$ cat src/rtl/ebm_pkg.sv
package ebm_pkg;
  typedef enum logic [1:0] {ST_IDLE, ST_START, ST_DATA} ebm_state_e;

  // byte count to size code; 4 wraps to 00, anything unsupported maps to 00
  function automatic logic [1:0] tsiz_enc(input logic [2:0] nbytes);
    case (nbytes)
      3'd1:    tsiz_enc = 2'b01;
      3'd2:    tsiz_enc = 2'b10;
      3'd3:    tsiz_enc = 2'b11;
      default: tsiz_enc = 2'b00;
    endcase
  endfunction
endpackage

$ cat src/rtl/ebm_ctl.sv
module ebm_ctl
  import ebm_pkg::*;
#(
  parameter int ADDR_W = 26
) (
  input  logic              clk_i,
  input  logic              rst_ni,
  input  logic              req_valid_i,
  input  logic              req_write_i,
  input  logic              req_burst_i,
  input  logic [2:0]        req_nbytes_i,
  input  logic [ADDR_W-1:0] req_addr_i,
  input  logic              last_ack_i,
  output logic              req_ready_o,
  output logic              accept_o,
  output logic              own_o,
  output logic              start_o,
  output logic              write_o,
  output logic              burst_o,
  output logic [1:0]        tsiz_o,
  output logic [ADDR_W-1:0] addr_o,
  output logic              done_o
);
  ebm_state_e        state_q, state_d;
  logic [ADDR_W-1:0] addr_q;
  logic [1:0]        tsiz_q;
  logic              write_q, burst_q, done_q;

  assign req_ready_o = (state_q == ST_IDLE);
  assign accept_o    = req_ready_o && req_valid_i;
  assign own_o       = (state_q != ST_IDLE);
  assign start_o     = (state_q == ST_START);

  always_comb begin
    state_d = state_q;
    unique case (state_q)
      ST_IDLE:  if (accept_o)   state_d = ST_START;
      ST_START: state_d = last_ack_i ? ST_IDLE : ST_DATA;
      ST_DATA:  if (last_ack_i) state_d = ST_IDLE;
      default:  state_d = ST_IDLE;
    endcase
  end

  always_ff @(posedge clk_i or negedge rst_ni) begin
    if (!rst_ni) begin
      state_q <= ST_IDLE;
      addr_q  <= '0;
      tsiz_q  <= '0;
      write_q <= 1'b0;
      burst_q <= 1'b0;
      done_q  <= 1'b0;
    end else begin
      state_q <= state_d;
      done_q  <= own_o && last_ack_i;
      if (accept_o) begin
        addr_q  <= req_addr_i;
        write_q <= req_write_i;
        burst_q <= req_burst_i;
        tsiz_q  <= req_burst_i ? 2'b00 : tsiz_enc(req_nbytes_i);
      end
    end
  end

  // bus-facing values are forced to rest while not owning
  assign addr_o  = own_o ? addr_q : '0;
  assign tsiz_o  = own_o ? tsiz_q : 2'b00;
  assign write_o = own_o && write_q;
  assign burst_o = own_o && burst_q;
  assign done_o  = done_q;

  assert_ready_only_idle_R10: assert property (@(posedge clk_i) disable iff (!rst_ni)
    req_ready_o |-> !own_o) else $error("ready while owning");
  assert_done_pulse_R9: assert property (@(posedge clk_i) disable iff (!rst_ni)
    done_o |=> !done_o) else $error("done longer than one cycle");
  assert_done_after_own_R9: assert property (@(posedge clk_i) disable iff (!rst_ni)
    done_o |-> (!own_o && $past(own_o))) else $error("done without ending cycle");
  assert_start_after_accept_R2: assert property (@(posedge clk_i) disable iff (!rst_ni)
    accept_o |=> start_o) else $error("no start after accept");
endmodule

$ cat src/rtl/ebm_beat.sv
module ebm_beat #(
  parameter int BURST_LEN = 4,
  localparam int BEAT_W = (BURST_LEN > 1) ? $clog2(BURST_LEN) : 1
) (
  input  logic              clk_i,
  input  logic              rst_ni,
  input  logic              accept_i,
  input  logic              own_i,
  input  logic              burst_i,
  input  logic              ack_i,
  output logic [BEAT_W-1:0] beat_o,
  output logic              last_ack_o,
  output logic              bdip_o
);
  localparam logic [BEAT_W-1:0] LAST_BEAT = BEAT_W'(BURST_LEN - 1);

  logic [BEAT_W-1:0] beat_q;

  always_ff @(posedge clk_i or negedge rst_ni) begin
    if (!rst_ni)       beat_q <= '0;
    else if (accept_i) beat_q <= '0;
    else if (ack_i && !last_ack_o) beat_q <= beat_q + 1'b1;
  end

  assign beat_o     = beat_q;
  assign last_ack_o = ack_i && (!burst_i || beat_q == LAST_BEAT);
  // more beats still expected after the present one
  assign bdip_o     = own_i && burst_i && (beat_q != LAST_BEAT);

  assert_beat_single_R5: assert property (@(posedge clk_i) disable iff (!rst_ni)
    (own_i && !burst_i) |-> (beat_q == '0)) else $error("single moved beat index");
  assert_bdip_burst_only_R6: assert property (@(posedge clk_i) disable iff (!rst_ni)
    bdip_o |-> burst_i) else $error("bdip outside burst");
  assert_bdip_drops_R6: assert property (@(posedge clk_i) disable iff (!rst_ni)
    (ack_i && bdip_o && beat_q == LAST_BEAT - 1'b1) |=> !bdip_o)
    else $error("bdip not released before last beat");
endmodule

$ cat src/rtl/ebm_rdcap.sv
module ebm_rdcap #(
  parameter int DATA_W    = 32,
  parameter int BURST_LEN = 4,
  localparam int BEAT_W = (BURST_LEN > 1) ? $clog2(BURST_LEN) : 1
) (
  input  logic                          clk_i,
  input  logic                          rst_ni,
  input  logic                          ack_i,
  input  logic                          write_i,
  input  logic [BEAT_W-1:0]             beat_i,
  input  logic [DATA_W-1:0]             dat_i,
  output logic [BURST_LEN*DATA_W-1:0]   rdata_o
);
  for (genvar g = 0; g < BURST_LEN; g++) begin : g_word
    always_ff @(posedge clk_i or negedge rst_ni) begin
      if (!rst_ni)
        rdata_o[g*DATA_W +: DATA_W] <= '0;
      else if (ack_i && !write_i && beat_i == BEAT_W'(g))
        rdata_o[g*DATA_W +: DATA_W] <= dat_i;
    end
  end
endmodule

$ cat src/rtl/ext_bus_master.sv
module ext_bus_master #(
  parameter int ADDR_W    = 26,
  parameter int DATA_W    = 32,
  parameter int BURST_LEN = 4,
  localparam int BEAT_W = (BURST_LEN > 1) ? $clog2(BURST_LEN) : 1,
  localparam int LINE_W = BURST_LEN * DATA_W
) (
  input  logic              clk_i,
  input  logic              rst_ni,
  input  logic              req_valid_i,
  output logic              req_ready_o,
  input  logic              req_write_i,
  input  logic              req_burst_i,
  input  logic [2:0]        req_nbytes_i,
  input  logic [ADDR_W-1:0] req_addr_i,
  input  logic [LINE_W-1:0] req_wdata_i,
  output logic [LINE_W-1:0] rd_data_o,
  output logic              done_o,
  output logic              bus_own_o,
  output logic [ADDR_W-1:0] bus_addr_o,
  output logic [1:0]        bus_tsiz_o,
  output logic              bus_rd_wr_o,
  output logic              bus_ts_no,
  output logic              bus_burst_no,
  output logic              bus_bdip_no,
  output logic [DATA_W-1:0] bus_dat_o,
  input  logic [DATA_W-1:0] bus_dat_i,
  input  logic              bus_ta_ni
);
  logic              accept, own, start, write, burst, ack, last_ack, bdip;
  logic [BEAT_W-1:0] beat;
  logic [LINE_W-1:0] wdata_q;

  assign ack = own && !bus_ta_ni;

  ebm_ctl #(.ADDR_W(ADDR_W)) u_ctl (
    .clk_i, .rst_ni,
    .req_valid_i, .req_write_i, .req_burst_i, .req_nbytes_i, .req_addr_i,
    .last_ack_i (last_ack),
    .req_ready_o,
    .accept_o   (accept),
    .own_o      (own),
    .start_o    (start),
    .write_o    (write),
    .burst_o    (burst),
    .tsiz_o     (bus_tsiz_o),
    .addr_o     (bus_addr_o),
    .done_o
  );

  ebm_beat #(.BURST_LEN(BURST_LEN)) u_beat (
    .clk_i, .rst_ni,
    .accept_i   (accept),
    .own_i      (own),
    .burst_i    (burst),
    .ack_i      (ack),
    .beat_o     (beat),
    .last_ack_o (last_ack),
    .bdip_o     (bdip)
  );

  ebm_rdcap #(.DATA_W(DATA_W), .BURST_LEN(BURST_LEN)) u_rdcap (
    .clk_i, .rst_ni,
    .ack_i   (ack),
    .write_i (write),
    .beat_i  (beat),
    .dat_i   (bus_dat_i),
    .rdata_o (rd_data_o)
  );

  always_ff @(posedge clk_i or negedge rst_ni) begin
    if (!rst_ni)     wdata_q <= '0;
    else if (accept) wdata_q <= req_wdata_i;
  end

  assign bus_own_o    = own;
  assign bus_rd_wr_o  = !write;
  assign bus_ts_no    = !start;
  assign bus_burst_no = !burst;
  assign bus_bdip_no  = !bdip;
  assign bus_dat_o    = write ? wdata_q[beat*DATA_W +: DATA_W] : '0;

  assert_ts_one_clk_R2: assert property (@(posedge clk_i) disable iff (!rst_ni)
    !bus_ts_no |=> bus_ts_no) else $error("ts longer than one clock");
  assert_ts_owned_R2: assert property (@(posedge clk_i) disable iff (!rst_ni)
    !bus_ts_no |-> bus_own_o) else $error("ts without ownership");
  assert_addr_hold_R3: assert property (@(posedge clk_i) disable iff (!rst_ni)
    (bus_own_o && bus_ts_no) |-> ($stable(bus_addr_o) && $stable(bus_rd_wr_o)
                                  && $stable(bus_tsiz_o) && $stable(bus_burst_no)))
    else $error("attributes changed mid-cycle");
  assert_burst_tsiz_R4: assert property (@(posedge clk_i) disable iff (!rst_ni)
    !bus_burst_no |-> (bus_tsiz_o == 2'b00)) else $error("burst size not 00");
  assert_rest_idle_R1: assert property (@(posedge clk_i) disable iff (!rst_ni)
    !bus_own_o |-> (bus_ts_no && bus_burst_no && bus_bdip_no && bus_rd_wr_o
                    && bus_addr_o == '0)) else $error("outputs not at rest");
endmodule

$ cat config.mk
export PLATFORM = sky130hd
export DESIGN_NAME = ext_bus_master
export DESIGN_NICKNAME = d
export VERILOG_FILES = /design/src/rtl/ebm_pkg.sv /design/src/rtl/ebm_ctl.sv /design/src/rtl/ebm_beat.sv /design/src/rtl/ebm_rdcap.sv /design/src/rtl/ext_bus_master.sv
export SDC_FILE = /design/constraint.sdc
export NUM_CORES = 1
export LEC_CHECK = 0
export BUFFER_PORTS_ARGS = -buffer_cell sky130_fd_sc_hd__clkbuf_2
export CAP_MARGIN = 20
export CORE_MARGIN = 10
export CORE_UTILIZATION = 48
export CTS_BUF_LIST = sky130_fd_sc_hd__clkbuf_8
export CTS_CLUSTER_DIAMETER = 60
export DETAILED_ROUTE_END_ITERATION = 7
export HOLD_SLACK_MARGIN = 0.08
export PLACE_DENSITY_LB_ADDON = 0.2
export SLEW_MARGIN = 20
export SYNTH_ARGS = -nofsm -noshare
export SYNTH_HDL_FRONTEND = slang
export SYNTH_SLANG_ARGS = --single-unit
export TNS_END_PERCENT = 5
$ cat constraint.sdc
create_clock -name clk_i -period 1.8 [get_ports clk_i]
set_input_delay 0 -clock clk_i [delete_from_list [all_inputs] [get_ports clk_i]]
set_output_delay 0 -clock clk_i [all_outputs]
set_load 0.005 [all_outputs]
# Yosys cells after proc, flatten, opt, wreduce, memory -nomap -nowiden
# Cells that the tools add are included.
# W data, S select, Z words.
# totals
latchBits	0
regBits	291
out_inout_bits	195
romBits	0
mem_count	0
ram_bits	0
input_bits	195
word_cells	62
# classes
n_mul	0
div_mod_pow	0
reduce_logical	26
order_cmp	0
shifts	1
n_eq_ne	11
bitwise	0
mux	11
n_addsub	1
# ops
cell	n
$shiftx A128 B8 Y32	1
$mux W32	1
$mux W26	1
$logic_and A1 B1 Y1	14
$mux W2	7
$pmux W2 S3	2
$eq A2 B2 Y1 const B	3
$eq A3 B2 Y1 const B	2
$logic_not A1 Y1	6
$eq A2 B1 Y1 const B	2
$logic_not A2 Y1	2
$ne A2 B2 Y1 const B	2
$reduce_bool A2 Y1	2
$eq A3 B1 Y1 const B	1
$add A2 B1 Y2 const B	1
$ne A2 B1 Y1 const B	1
$reduce_and A2 Y1	1
$logic_or A1 B1 Y1	1

# Logic depth before layout (Yosys ltp)
# logic_depth
word_depth	9
ltp_mapped	7
mapped_depth_nobuf	4

# Hierarchy
# Synthesis repeated with hierarchy kept, for this count alone.
# unflattened
hier_cells	782
area_unflattened_um2	12288.0
# modules_own_cells
mod	area_each_um2	instances	cells_each	seq_area_each_um2
ext_bus_master	5810.6	1	386	3203.1
ebm_rdcap	4845.9	1	274	3203.1
ebm_ctl	1493.9	1	109	825.8
ebm_beat	137.6	1	13	50.0

# Least setup slack after synthesis
# Ideal clock, no wire load.
# synth_path
path_type	reg-to-reg
from	register u_beat.beat_q[1] (netlist: u_beat.beat_o[1])
to	register u_rdcap.rdata_o[10]
slack_ns	-0.216
period_less_slack_ns	2.016
stages_incl_launch_ff	8
arrival_time_ns	1.892
n_path_buf	3
setup_ns	0.125
required_ns	1.675
path_cell_list	dfrtp_1 -> clkbuf_1 -> clkbuf_1 -> inv_1 -> ha_1 -> nand3_1 -> buf_2 -> mux2_2
# synth_via
elab_chain_len	2
# synth_rtl
element	line	source
start: declaration	ebm_beat.sv:17	logic [BEAT_W-1:0] beat_q;
start signal: assignment	ebm_beat.sv:22	else if (ack_i && !last_ack_o) beat_q <= beat_q + 1'b1;
$logic_not A2 Y1	ebm_rdcap.sv:18	else if (ack_i && !write_i && beat_i == BEAT_W'(g))
$logic_and A1 B1 Y1	ebm_rdcap.sv:18	
end signal: indexed assignment	ebm_rdcap.sv:19	rdata_o[g*DATA_W +: DATA_W] <= dat_i;
end: declaration	ebm_rdcap.sv:12	output logic [BURST_LEN*DATA_W-1:0] rdata_o
# Every way passes these cells.
# A chain may end at the register's enable or synchronous reset.

# Final worst setup path
# layout_path
from	register u_beat.beat_q[0] (netlist: u_beat.beat_o[0])
to	output bus_dat_o[11]
# layout_via
elab_chain_len	2
# layout_rtl
element	line	source
$shiftx A128 B8 Y32	ext_bus_master.sv:81	assign bus_dat_o = write ? wdata_q[beat*DATA_W +: DATA_W] : '0;
$mux W32	ext_bus_master.sv:81	
end: declaration	ext_bus_master.sv:26	output logic [DATA_W-1:0] bus_dat_o,
# Every way passes these cells.

==> flow_summary.json <==
{
  "status": "finished with violations",
  "failed_checks": "setup timing",
  "synth_area_um2": 12100,
  "setup_viol_count_final": 35,
  "path_class": "reg -> out",
  "holdPathStages": 3,
  "clock_latency_ns": 0.55,
  "dieArea_um2": 32000,
  "slew_headroom": 0.589,
  "firstDrtPassIters": 6,
  "worst_slew_pin_slew_ns": 0.616,
  "overflow": 0,
  "wirelength_um": 36500,
  "min_period_ns": 2.06,
  "syn_avg_cell_area_um2": 16.1,
  "skew_ns": 0.0195,
  "placed_cells": 1447,
  "wl_per_cell_um": 21.0,
  "final_max_slew_viol_count": 0,
  "r2r.worst_path.cells": 5,
  "fin_crit_sh": 1.14,
  "vias_per_cell": 5.10,
  "arrival_ns": 2.06,
  "final_cell_area_um2": 17700,
  "die_y_um": 179,
  "yosys_warnings": 0,
  "grt_pass1_vias": 9916,
  "grt_util_all_layers": 0.222,
  "synth_nets": 952,
  "cts_buffer_depth": 3,
  "antenna_found_initial": 4,
  "grt_pass1_wl_um": 55900,
  "cp.required_ns": 1.80,
  "cpPeakStageDelay_ns": 0.53,
  "cts_tree": "yes",
  "nFillCells": 1661,
  "hold_path_class": "in -> reg",
  "port_buffers": 389,
  "cp-start-kind": "register",
  "antenna_left": 0,
  "rsz0062_at_grt": "true",
  "final_util": 0.706,
  "final_hold_viol_count": 0,
  "gp_congestion": 0.775,
  "p_leak_nw": 8.57,
  "dp_hpwl_um": 24100,
  "core-area_um2": 25000,
  "critPathMaxFanout": 15,
  "io-pin-count": 390,
  "final_net_count": 1566,
  "end_kind": "primary output",
  "critPathSlowestCell": "mux4_2",
  "synth-seq-cells": 291,
  "clk_pin_slew_ns": 0.06,
  "cts-root-buf": "clkbuf_8",
  "syn_inst": 753,
  "crit_chain": "buf_12 > mux4_2 > and3_4 > clkbuf_2",
  "drc": 0,
  "vdd_drop_max_mv": 0.826,
  "clock_sinks": 291,
  "layout.cells.non_filler": 1733,
  "numCtsBuffers": 50,
  "max_freq_mhz": 486,
  "layout_commonest_cell": "clkbuf_2",
  "die_w_um": 179,
  "powerDensity_nw_per_um2": 1590,
  "grt_max_degree": 110,
  "cap_violations": 0,
  "areaGrowthSynthToFinish_pct": 46.0,
  "dpl_cell_area_um2": 14500,
  "rows": 58,
  "synth_seq_area_share": 0.601,
  "synth_cell_types": 25,
  "layout-drive-gt1-share": 0.599,
  "final_cell_mix": "clkbuf_2 (388), dfrtp_1 (289), mux2_2 (284), dlygate4sd3_1 (196), clkbuf_8 (68)",
  "vias": 8832,
  "initial_core_util": 0.484,
  "htreeDepth": 2,
  "drt_iter0_drc": 416,
  "fin_ws_ns": -0.259
}
==> repair_timing <==
action	CTS	global route
gates cloned	0	1
pin swaps	1	0
buffers inserted	0	1
hold buffers	196	0
hold endpoints to repair	582	0
gates resized for setup	18	15
setup endpoints to repair	64	60
==> worst max-delay path: cells and delay by family (launching register included) <==
kind / cells / cell delay (ns)
buffers and inverters: 2 / 0.33
flip-flops: 1 / 0.46
multiplexers: 1 / 0.53
AND/OR/NAND/NOR: 1 / 0.19
==> cells in the mapped netlist <==
cell type | instances | share of area
a21oi_1 | 2 | 0.00083
and2_1 | 28 | 0.014
and3_1 | 32 | 0.017
buf_2 | 24 | 0.0099
buf_6 | 12 | 0.011
clkbuf_1 | 14 | 0.0043
dfrtp_1 | 291 | 0.60
ha_1 | 4 | 0.0041
inv_1 | 3 | 0.00093
inv_2 | 1 | 0.00031
mux2_1 | 1 | 0.00093
mux2_2 | 284 | 0.26
mux2i_1 | 1 | 0.00083
mux4_2 | 32 | 0.059
nand2_1 | 8 | 0.0025
nand2b_1 | 2 | 0.0010
nand3_1 | 3 | 0.0012
nor2_1 | 3 | 0.00093
nor2b_1 | 1 | 0.00052
nor3_1 | 1 | 0.00041
nor3b_1 | 1 | 0.00062
nor4b_4 | 1 | 0.0020
o21ai_0 | 2 | 0.00083
or2_1 | 1 | 0.00052
or3b_1 | 1 | 0.00072
==> per-stage QoR <==
step	TNS (ns)	setup WS [ns]	hold WS (ns)	total power, mW
floorplan	0	0.0203	-0.296	17.2
detailed placement	0	0.0967	-0.0308	21.6
CTS	-8.76	-0.305	0.179	28.1
finish	-7.13	-0.259	0.232	28.2
global placement	0	0.147	-0.0399	21.3
global route	-12.72	-0.360	0.208	29.9
==> cell type report <==
type | count | area [µm²] | area share
clock buffer | 68 | 936 | 0.0529
tap | 330 | 413 | 0.0233
timing repair buffer | 612 | 4310 | 0.244
clock inverter | 16 | 60.1 | 0.00340
sequential | 291 | 7280 | 0.412
multi-input combinational | 408 | 4650 | 0.263
inverter | 4 | 15.0 | 0.000849
antenna | 4 | 10.0 | 0.000566
==> routing by layer <==
layer  track usage  wire (µm)  vias up
met1         0.262      14100     4458
li1              -          -     3944
met5             0          0        -
met4        0.0816       1110        0
met3        0.0695       3180       77
met2         0.375      18100      353
==> power breakdown <==
group	leakage (nW)	internal, mW	switching, mW
clock	0.574	3.31	2.50
combinational	4.47	6.43	4.33
sequential	3.53	9.80	1.82
==> flip-flops by register name, indices dropped and copies added, names as in the netlist <==
| register | count |
|---|---|
| u_rdcap.rdata_o | 128 |
| u_ctl.burst_q | 1 |
| u_ctl.state_q | 2 |
| wdata_q | 128 |
| u_beat.beat_o | 2 |
| u_ctl.write_q | 1 |
| u_ctl.addr_q | 26 |
| u_ctl.tsiz_q | 2 |
| u_ctl.done_o | 1 |
==> kinds of logic after synthesis <==
family / synth area share
buffers and inverters: 0.0266
multiplexers: 0.325
AO/OA/AOI/OAI: 0.00165
AND/OR/NAND/NOR: 0.0414
flip-flops: 0.601
adder cells (fa/ha/maj): 0.00413
==> path summary, 6_finish.rpt <==
kind                                       start              endpoint  slack [ns]
worst min-delay path              req_addr_i[12]      u_ctl.addr_q[12]        0.23
worst max-delay path            u_beat.beat_o[0]         bus_dat_o[11]       -0.26
worst max register to register  u_beat.beat_o[0]  u_rdcap.rdata_o[103]           0
max in group asynchronous                 rst_ni      u_ctl.addr_q[22]        0.52
min in group asynchronous                 rst_ni   u_rdcap.rdata_o[61]        0.54
worst min register to register   u_ctl.tsiz_q[1]       u_ctl.tsiz_q[1]        0.49
Power figures use the tool's default switching activity.
